[src/rtl/pic_pkg.sv]
// Package: shared encodings for the priority-masked interrupt controller.
// Assumes: nothing; holds only enums used across the controller.
package pic_pkg;

    typedef enum logic {
        MODE_USER  = 1'b0,
        MODE_SUPER = 1'b1
    } pic_mode_e;

    typedef enum logic [1:0] {
        CFG_MASK  = 2'd0,
        CFG_PRIO  = 2'd1,
        CFG_LEVEL = 2'd2,
        CFG_GIE   = 2'd3
    } pic_cfg_kind_e;

endpackage

[src/rtl/pic_cfg_regs.sv]
// Module: source enable bits and per-source urgency registers.
// Assumes: wr_en is already qualified by supervisor mode in the parent.
module pic_cfg_regs
    import pic_pkg::*;
#(
    parameter int NSRC   = 8,
    parameter int PRIO_W = 3,
    parameter int IDX_W  = 3
) (
    input  logic                     clk,
    input  logic                     rst_n,
    input  logic                     wr_en,
    input  logic [1:0]               kind,
    input  logic [IDX_W-1:0]         idx,
    input  logic [NSRC-1:0]          wdata,
    output logic [NSRC-1:0]          mask,
    output logic [NSRC*PRIO_W-1:0]   prio_flat
);

    // Enable bits: all sources masked out of reset.
    always_ff @(posedge clk) begin
        if (!rst_n)
            mask <= '0;
        else if (wr_en && kind == CFG_MASK)
            mask <= wdata;
    end

    // One urgency register per source, addressed by idx.
    for (genvar g = 0; g < NSRC; g++) begin : g_prio
        logic [PRIO_W-1:0] prio_q;

        // Urgency of source g: zero out of reset, loaded on an addressed write.
        always_ff @(posedge clk) begin
            if (!rst_n)
                prio_q <= '0;
            else if (wr_en && kind == CFG_PRIO && idx == IDX_W'(g))
                prio_q <= wdata[PRIO_W-1:0];
        end

        assign prio_flat[g*PRIO_W +: PRIO_W] = prio_q;
    end

endmodule

[src/rtl/pic_arbiter.sv]
// Module: eligibility filter and urgency arbiter over all sources.
// Assumes: request lines are already synchronous; ties go to the lower index.
module pic_arbiter #(
    parameter int NSRC   = 8,
    parameter int PRIO_W = 3,
    parameter int IDX_W  = 3
) (
    input  logic [NSRC-1:0]        req,
    input  logic [NSRC-1:0]        mask,
    input  logic [NSRC*PRIO_W-1:0] prio_flat,
    input  logic [PRIO_W-1:0]      level,
    output logic                   any,
    output logic [IDX_W-1:0]       win_idx,
    output logic [PRIO_W-1:0]      win_prio
);

    logic [NSRC-1:0] elig;

    // Source is eligible when requesting, enabled and above the running level.
    for (genvar g = 0; g < NSRC; g++) begin : g_elig
        assign elig[g] = req[g] && mask[g] && (prio_flat[g*PRIO_W +: PRIO_W] > level);
    end

    // Linear scan: a later source replaces the winner only if strictly more urgent.
    always_comb begin
        any      = 1'b0;
        win_idx  = '0;
        win_prio = '0;
        for (int i = 0; i < NSRC; i++) begin
            if (elig[i] && (!any || prio_flat[i*PRIO_W +: PRIO_W] > win_prio)) begin
                any      = 1'b1;
                win_idx  = IDX_W'(i);
                win_prio = prio_flat[i*PRIO_W +: PRIO_W];
            end
        end
    end

endmodule

[src/rtl/pic_context.sv]
// Module: live processor context (mode, enable, level, saved PC) and its save area.
// Assumes: take_irq and take_sync are mutually exclusive; entry outranks return.
module pic_context
    import pic_pkg::*;
#(
    parameter int PRIO_W = 3,
    parameter int XLEN   = 32
) (
    input  logic              clk,
    input  logic              rst_n,
    input  logic              take_irq,
    input  logic              take_sync,
    input  logic              do_rte,
    input  logic [XLEN-1:0]   core_pc,
    input  logic [PRIO_W-1:0] win_prio,
    input  logic              lvl_we,
    input  logic [PRIO_W-1:0] lvl_wdata,
    input  logic              gie_we,
    input  logic              gie_wdata,
    output pic_mode_e         mode,
    output logic              gie,
    output logic [PRIO_W-1:0] level,
    output logic [XLEN-1:0]   epc
);

    pic_mode_e         sv_mode;
    logic [PRIO_W-1:0] sv_level;
    logic              sv_gie;
    logic              take;

    assign take = take_irq || take_sync;

    // Save area: captures the interrupted context on every accepted entry.
    always_ff @(posedge clk) begin
        if (!rst_n) begin
            epc      <= '0;
            sv_mode  <= MODE_USER;
            sv_level <= '0;
            sv_gie   <= 1'b1;
        end else if (take) begin
            epc      <= core_pc;
            sv_mode  <= mode;
            sv_level <= level;
            sv_gie   <= gie;
        end
    end

    // Mode bit: supervisor on entry, saved mode on return.
    always_ff @(posedge clk) begin
        if (!rst_n)
            mode <= MODE_SUPER;
        else if (take)
            mode <= MODE_SUPER;
        else if (do_rte)
            mode <= sv_mode;
    end

    // Global enable: cleared on entry, restored on return, else written by software.
    always_ff @(posedge clk) begin
        if (!rst_n)
            gie <= 1'b0;
        else if (take)
            gie <= 1'b0;
        else if (do_rte)
            gie <= sv_gie;
        else if (gie_we)
            gie <= gie_wdata;
    end

    // Running level: raised to the served urgency, restored on return, else written.
    always_ff @(posedge clk) begin
        if (!rst_n)
            level <= '0;
        else if (take_irq)
            level <= win_prio;
        else if (take_sync)
            level <= level;
        else if (do_rte)
            level <= sv_level;
        else if (lvl_we)
            level <= lvl_wdata;
    end

endmodule

[src/rtl/pic_vector.sv]
// Module: selects the offered cause and forms its jump-table slot address.
// Assumes: synchronous causes outrank device causes; slots are four bytes.
module pic_vector #(
    parameter int                NSRC     = 8,
    parameter int                NSYNC    = 4,
    parameter int                IDX_W    = 3,
    parameter int                SYNC_W   = 2,
    parameter int                XLEN     = 32,
    parameter logic [XLEN-1:0]   VEC_BASE = 32'h0000_0100
) (
    input  logic              sync_valid,
    input  logic [SYNC_W-1:0] sync_cause,
    input  logic [IDX_W-1:0]  win_idx,
    output logic [XLEN-1:0]   vec_addr
);

    localparam int CAUSE_W = $clog2(NSRC + NSYNC);

    logic [CAUSE_W-1:0] cause;

    // Cause number: synchronous causes follow the device block.
    always_comb begin
        if (sync_valid)
            cause = CAUSE_W'(NSRC) + CAUSE_W'(sync_cause);
        else
            cause = CAUSE_W'(win_idx);
    end

    assign vec_addr = VEC_BASE + (XLEN'(cause) << 2);

endmodule

[src/rtl/prio_irq_ctrl.sv]
// Module: top of the priority-masked interrupt controller.
// Assumes: irq_lines synchronous to clk; the core raises enter only on a cycle
// where it takes the offered cause, and rte when it returns to epc.
module prio_irq_ctrl
    import pic_pkg::*;
#(
    parameter int              NSRC     = 8,
    parameter int              NSYNC    = 4,
    parameter int              PRIO_W   = 3,
    parameter int              XLEN     = 32,
    parameter logic [XLEN-1:0] VEC_BASE = 32'h0000_0100,
    parameter int              IDX_W    = $clog2(NSRC),
    parameter int              SYNC_W   = $clog2(NSYNC)
) (
    input  logic              clk,
    input  logic              rst_n,
    input  logic [NSRC-1:0]   irq_lines,
    input  logic              cfg_we,
    input  logic [1:0]        cfg_kind,
    input  logic [IDX_W-1:0]  cfg_idx,
    input  logic [NSRC-1:0]   cfg_wdata,
    input  logic              sync_valid,
    input  logic [SYNC_W-1:0] sync_cause,
    input  logic              enter,
    input  logic              rte,
    input  logic [XLEN-1:0]   core_pc,
    output logic              irq_pending,
    output logic [XLEN-1:0]   vec_addr,
    output logic [XLEN-1:0]   epc,
    output logic              sup_mode,
    output logic [PRIO_W-1:0] cur_level,
    output logic              gie_out
);

    logic [NSRC-1:0]        mask;
    logic [NSRC*PRIO_W-1:0] prio_flat;
    logic                   any_elig;
    logic [IDX_W-1:0]       win_idx;
    logic [PRIO_W-1:0]      win_prio;
    pic_mode_e              mode;
    logic                   gie;
    logic                   wr_ok;
    logic                   take_irq;
    logic                   take_sync;
    logic                   do_rte;

    // Writes pass only in supervisor mode.
    assign wr_ok       = cfg_we && (mode == MODE_SUPER);
    assign irq_pending = gie && any_elig;
    assign take_sync   = enter && sync_valid;
    assign take_irq    = enter && !sync_valid && irq_pending;
    assign do_rte      = rte && !(take_irq || take_sync);
    assign sup_mode    = (mode == MODE_SUPER);
    assign gie_out     = gie;

    pic_cfg_regs #(.NSRC(NSRC), .PRIO_W(PRIO_W), .IDX_W(IDX_W)) u_cfg (
        .clk       (clk),
        .rst_n     (rst_n),
        .wr_en     (wr_ok),
        .kind      (cfg_kind),
        .idx       (cfg_idx),
        .wdata     (cfg_wdata),
        .mask      (mask),
        .prio_flat (prio_flat)
    );

    pic_arbiter #(.NSRC(NSRC), .PRIO_W(PRIO_W), .IDX_W(IDX_W)) u_arb (
        .req       (irq_lines),
        .mask      (mask),
        .prio_flat (prio_flat),
        .level     (cur_level),
        .any       (any_elig),
        .win_idx   (win_idx),
        .win_prio  (win_prio)
    );

    pic_context #(.PRIO_W(PRIO_W), .XLEN(XLEN)) u_ctx (
        .clk       (clk),
        .rst_n     (rst_n),
        .take_irq  (take_irq),
        .take_sync (take_sync),
        .do_rte    (do_rte),
        .core_pc   (core_pc),
        .win_prio  (win_prio),
        .lvl_we    (wr_ok && cfg_kind == CFG_LEVEL),
        .lvl_wdata (cfg_wdata[PRIO_W-1:0]),
        .gie_we    (wr_ok && cfg_kind == CFG_GIE),
        .gie_wdata (cfg_wdata[0]),
        .mode      (mode),
        .gie       (gie),
        .level     (cur_level),
        .epc       (epc)
    );

    pic_vector #(
        .NSRC(NSRC), .NSYNC(NSYNC), .IDX_W(IDX_W), .SYNC_W(SYNC_W),
        .XLEN(XLEN), .VEC_BASE(VEC_BASE)
    ) u_vec (
        .sync_valid (sync_valid),
        .sync_cause (sync_cause),
        .win_idx    (win_idx),
        .vec_addr   (vec_addr)
    );

endmodule

[config.mk]
export PLATFORM = sky130hd
export DESIGN_NAME = prio_irq_ctrl
export DESIGN_NICKNAME = d
export VERILOG_FILES = /design/src/rtl/pic_pkg.sv /design/src/rtl/pic_cfg_regs.sv /design/src/rtl/pic_arbiter.sv /design/src/rtl/pic_context.sv /design/src/rtl/pic_vector.sv /design/src/rtl/prio_irq_ctrl.sv
export SDC_FILE = /design/constraint.sdc
export NUM_CORES = 1
export LEC_CHECK = 0
export ABC_CLOCK_PERIOD_IN_PS = 32600
export BUFFER_PORTS_ARGS = -buffer_cell sky130_fd_sc_hd__buf_2
export CAP_MARGIN = 20
export CORE_MARGIN = 8
export CORE_UTILIZATION = 57
export DETAILED_ROUTE_END_ITERATION = 10
export PLACE_DENSITY_LB_ADDON = 0.25
export SLEW_MARGIN = 30
export SYNTH_ARGS = -nofsm -noshare
export SYNTH_HDL_FRONTEND = slang
export SYNTH_SLANG_ARGS = --single-unit
[constraint.sdc]
create_clock -name clk -period 32.6 [get_ports clk]
set_input_delay 6.52 -clock clk [delete_from_list [all_inputs] [get_ports clk]]
set_output_delay 6.52 -clock clk [all_outputs]
set_load 0.02 [all_outputs]
; Word level (Yosys, flattened, before mapping)
; Index checks and enable logic that the tools add are counted.
[op_classes]
bitwise = 1
add_sub_neg = 2
n_reduce_logical = 64
mux = 30
n_lt_le_gt_ge = 15
n_eq_ne = 11
[op_table]
columns = cell, count
row1 = $mux 3, 16
row2 = $gt 3x3->1, 15
row3 = $logic_and 1x1->1, 41
row4 = $eq 3x3->1 const B, 4
row5 = $mux 1, 11
row6 = $add 9x6->10 const A, 1
row7 = $logic_not 1->1, 9
row8 = $logic_or 1x1->1, 8
row9 = $eq 3x2->1 const B, 2
row10 = $add 4x2->4 const A, 1
row11 = $eq 2x2->1 const B, 2
row12 = $mux 2, 2
row13 = $mux 4, 1
row14 = $eq 3x1->1 const B, 1
row15 = $logic_not 3->1, 1
row16 = $reduce_bool 3->1, 1
row17 = $eq 2x1->1 const B, 1
row18 = $logic_not 2->1, 1
row19 = $ne 2x1->1 const B, 1
row20 = $reduce_and 2->1, 1
row21 = $reduce_bool 2->1, 1
row22 = $reduce_or 2->1, 1
row23 = $not 1->1, 1
[totals]
output_inout_bits = 70
regBits = 74
inputBits = 61

; Longest topological paths before layout
[depth]
word_depth = 39
ltp_mapped = 62
depth_no_buf = 59

; Modules after synthesis
; From an unflattened synthesis, not the netlist that was laid out.
[unflattened]
cells_unflattened = 558
area_unflattened_um2 = 4678.2
[by_module_without_submodules]
columns = mod, seq_area_each_um2, area_each_um2, cells_per_inst, instances
row1 = pic_arbiter, 0.0, 1589.0, 204, 1
row2 = pic_context, 840.8, 1545.2, 191, 1
row3 = pic_cfg_regs, 640.6, 1224.9, 120, 1
row4 = pic_vector, 0.0, 256.5, 34, 1
row5 = prio_irq_ctrl, 0.0, 62.6, 9, 1

; Least setup slack after synthesis
; Ideal clock, no wire load.
[synth_timing]
kind = input-to-output
start = input port irq_lines[0]
end = output port vec_addr[3]
stages = 55
path_slack_ps = 10438
required_ps = 26080
arrival_time_ps = 15642
path_cell_list = o311a_4 nand3_1 ha_1 a211o_1 a211oi_1 nor3b_1 nor2_1 ha_1 nor2b_1 o21ai_0 a32oi_1 o21ba_2 o32ai_2 ha_1 nor2b_1 o21ai_0 a32oi_1 a21o_1 [... 19 more ...] o21a_1 a22oi_1 ha_1 nor2b_1 o21a_1 o21ai_0 a21oi_1 a22o_1 o21ba_1 inv_1 ha_1 inv_1 a21o_1 a21oi_1 a31oi_1 o211a_1 nor2_1 a31oi_1
[synth_between]
elab_chain_cells = 33
elab_cells_between_ends = 53
cone_classes = add/sub: 1 / order compare: 7 / mux: 22 / reduce/logical: 23
[synth_rtl]
columns = element, line
row1 = from (decl), prio_irq_ctrl.sv:17  ; input logic [NSRC-1:0] irq_lines,
row2 = $logic_and 1x1->1 (*) (2 in series), pic_arbiter.sv:21  ; assign elig[g] = req[g] && mask[g] && (prio_flat[g*PRIO_W +: PRIO_W] > level);
row3 = $mux 3 / $mux 1 (equally long branches), pic_arbiter.sv:30  ; if (elig[i] && (!any || prio_flat[i*PRIO_W +: PRIO_W] > win_prio)) begin
row4 = $gt 3x3->1 / $logic_not 1->1 (equally long branches), pic_arbiter.sv:30
row5 = $logic_or 1x1->1, pic_arbiter.sv:30
row6 = $logic_and 1x1->1, pic_arbiter.sv:30
row7 = $mux 3 / $mux 1 (equally long branches), pic_arbiter.sv:30
row8 = $gt 3x3->1 / $logic_not 1->1 (equally long branches), pic_arbiter.sv:30
row9 = $logic_or 1x1->1, pic_arbiter.sv:30
row10 = [... 16 more ...], n/a
row11 = $logic_and 1x1->1, pic_arbiter.sv:30
row12 = $mux 3 / $mux 1 (equally long branches), pic_arbiter.sv:30
row13 = $gt 3x3->1 / $logic_not 1->1 (equally long branches), pic_arbiter.sv:30
row14 = $logic_or 1x1->1, pic_arbiter.sv:30
row15 = $logic_and 1x1->1, pic_arbiter.sv:30
row16 = $mux 3 (*), pic_arbiter.sv:30
row17 = $mux 4 (*), pic_vector.sv:23  ; if (sync_valid)
row18 = $add 9x6->10 (*), pic_vector.sv:29  ; assign vec_addr = VEC_BASE + (XLEN'(cause) << 2);
row19 = to (decl), prio_irq_ctrl.sv:28  ; output logic [XLEN-1:0] vec_addr,
; Mark *: on every way between the ends. The rest lies on a longest branch, timed or not.

; Final worst setup path
[layout_timing]
start = input port irq_lines[0]
end = output port vec_addr[4]
; The elaborated chain is that of the path after synthesis.

==> results.md <==
- Post-synth EDFFs: 0
- Seq/Total Area, Yosys: 30.8%
- CTS max path bufs: 2
- Length of the first detailed-routing pass in iterations: 4
- Die height: 108 um
- Commonest cells in the netlist: nand2_1, dfxtp_1, ha_1
- Cts hold-fix bufs: 0
- PD cells: 37.3 nW/um^2
- CTS clk-pin slew, worst paths: 90 ps
- Antenna Diode Count: 0
- Internal cell power: 0.144 mW
- Max rail drop VDD: 23.9 uV
- Drt wl/cell: 16.4 um
- Yosys cell types: 58
- Num rows: 33
- Avg Cell Area, Syn: 8.64 um^2
- CP startpoint kind: input pin
- WL final: 12,400 um
- Synth area leaders: dfxtp_1, ha_1, mux2i_1
- Count leader, synth: nand2_1
- DP HPWL: 9540 um
- Inst Count DP: 742
- Area of the placeable core: 8180 um^2
- H-tree levels: 3
- Final setup violation count: 0
- Clock group share of total power: 37.6%
- Worst clock skew: 10.8 ps
- Worst path max stage delay: 400 ps
- Initial core utilization: 58.7%
- Buffers on Ports: 102
- # nets final: 754
- Initial antenna violation count: 0
- GR Util All Layers: 21.8%
- Worst Path Max Fanout: 12
- Global-route wire length before repair: 20,500 um
- Vias/cell: 5.60
- Root Buffer: clkbuf_8
- Dominant cell type by area after synthesis: dfxtp_1
- Slowest cell on crit path: a211oi_1
- CTS resizes: 0
- Clk sinks: 74
- Largest net degree at the start of global routing: 41
- Final ANT Viol Nets: 0
- Static Leak: 2.42 nW
- IO Pins: 131
- Num CTS Buffers: 9
- DRC viols: 0
- Tmin final: 23,130 ps
- Vias: 4,242
- Dominant synthesized flop cell: dfxtp_1
- Pwr Total: 0.204 mW
- P_sw: 0.0602 mW
- DRT iter0 DRCs: 225
- Final Hold Fails: 0
- WP data arrival: 16,610 ps
- Sw Ratio: 29.5%
- DIE WIDTH: 108 um
- Share of the synthesized area in the top cell type: 30.8%
- Tcrit/Tclk final: 71.0%
- Comb power frac: 15.7%
- Overflow after GRT: 0
- RSZ-0062 raised after global routing: no
- Element type at the critical path end: primary output
- Sequential share of power: 46.6%
- Max cap viols: 0
- Syn Std Cell Area: 4800 um^2
- YS warnings: 0
- Final Util: 66.9%
- Flops & latches, synth: 74
- Status: complete, no violations
- Clk Latency, worst-skew pair: 340 ps
- Asr flop ratio synth: 0%
- Slew of the pin with the lowest slew margin: 780 ps
- CP dominant cell by count: ha_1
- Setup TNS: 0 ps
- Fill count: 732
- Layout cell share with drive strength beyond 1: 21.0%
- Critical setup path kind: input pin to primary output
- Required time of the critical path: 26,080 ps
- Non-Filler Instances: 758
- CTS tree: built
- Cell count after synthesis: 556
- Area grow syn2layout: 13.9%
- Die area: 11,600 um^2
- Rel. slew slack: 47.9%
- Fmax: 43.2 MHz
- Setup bufs post-CTS: 0
- Worst hold margin: 454 ps
- Routability cong.: 0.954
- Vias in the first global route: 4,269
- Count of final max-slew check failures: 0
- Min-Delay Path Class: register to register
path summary, 6_finish.rpt:
kind                               startpoint  slack (ps)                     endpoint  cells past startpoint
hold / removal      u_ctx.epc[7]$_SDFFE_PN0P_         450    u_ctx.epc[7]$_SDFFE_PN0P_                      2
hold reg to reg     u_ctx.epc[7]$_SDFFE_PN0P_         450    u_ctx.epc[7]$_SDFFE_PN0P_                      2
setup reg to reg  u_ctx.level[1]$_SDFFE_PN0P_       21240  u_ctx.level[1]$_SDFFE_PN0P_                     53
setup / recovery                 irq_lines[0]        9470                  vec_addr[4]                     52
kinds of logic after synthesis:
kind of cell	Yosys count	synth area share [%]
other	2	0.156
DFF	74	30.8
muxes	37	7.71
adders and majority gates	45	11.7
buffers and inverters	72	8.26
and+or+nand+nor	199	20.6
AOI/OAI and AO/OA	127	20.7
flip-flops by register name, indices dropped and copies added, names as in the netlist:
signal	count
u_ctx.epc	32
u_ctx.level	3
u_cfg.g_prio.prio_q	24
u_ctx.sv_mode	1
u_cfg.mask	8
u_ctx.sv_gie	1
u_ctx.mode	1
u_ctx.gie	1
u_ctx.sv_level	3
layout by cell type, fill, tap and decap left out, types with 7 or more instances in the layout:
cell and instances:
a21boi_0 28, a21boi_1 8, nand3_1 14, buf_2 102, dfxtp_1 74, nand2_1 84
mux2i_1 37, inv_1 21, nor3b_1 8, o21ai_0 15, nor2_1 21, ha_1 45
clkbuf_8 10, nor2b_1 44, a31oi_1 13, conb_1 28, o311a_1 7
layer usage:
layer  global-route usage, %  routed length [um]  vias up
met4                    7.43                 171        0
met1                    26.1                5410     1971
met3                    7.84                1130       14
met2                    35.1                5720      158
met5                       0                   0        -
li1                        -                   -     2099
stage by stage:
stage                     setup WS [ps]  area, um^2
after global routing               8600        5470
after global placement            10040        5260
after floorplan                   10440        4900
final                              9470        5470
after detailed placement           9730        5260
after CTS                          9590        5470
critical path, delay by kind of cell:
kind	cells	cell delay, ps
compound gates	30	5700
simple gates	13	2060
fa+ha+maj	7	2050
buf+inv	2	290
cell type report:
type	instances	area, um^2	area share [%]
inverters	21	78.8	1.44
well taps	105	131	2.40
repair buffers	106	541	9.88
flip-flops and latches	74	1480	27.1
multi-input cells	436	3030	55.3
clock buffers	10	138	2.52
clock inverters	6	72.6	1.33
power by group through the flow:
stage / sequential, mW / clock [mW] / combinational [mW]
final: 0.0950 / 0.0767 / 0.0321
after floorplan: 0.0997 / 0 / 0.0212
after detailed placement: 0.0971 / 0 / 0.0320
after global placement: 0.0970 / 0 / 0.0312
after global routing: 0.0954 / 0.0813 / 0.0356
after CTS: 0.0950 / 0.0781 / 0.0321
No activity file was read; power rests on OpenSTA's default activity.
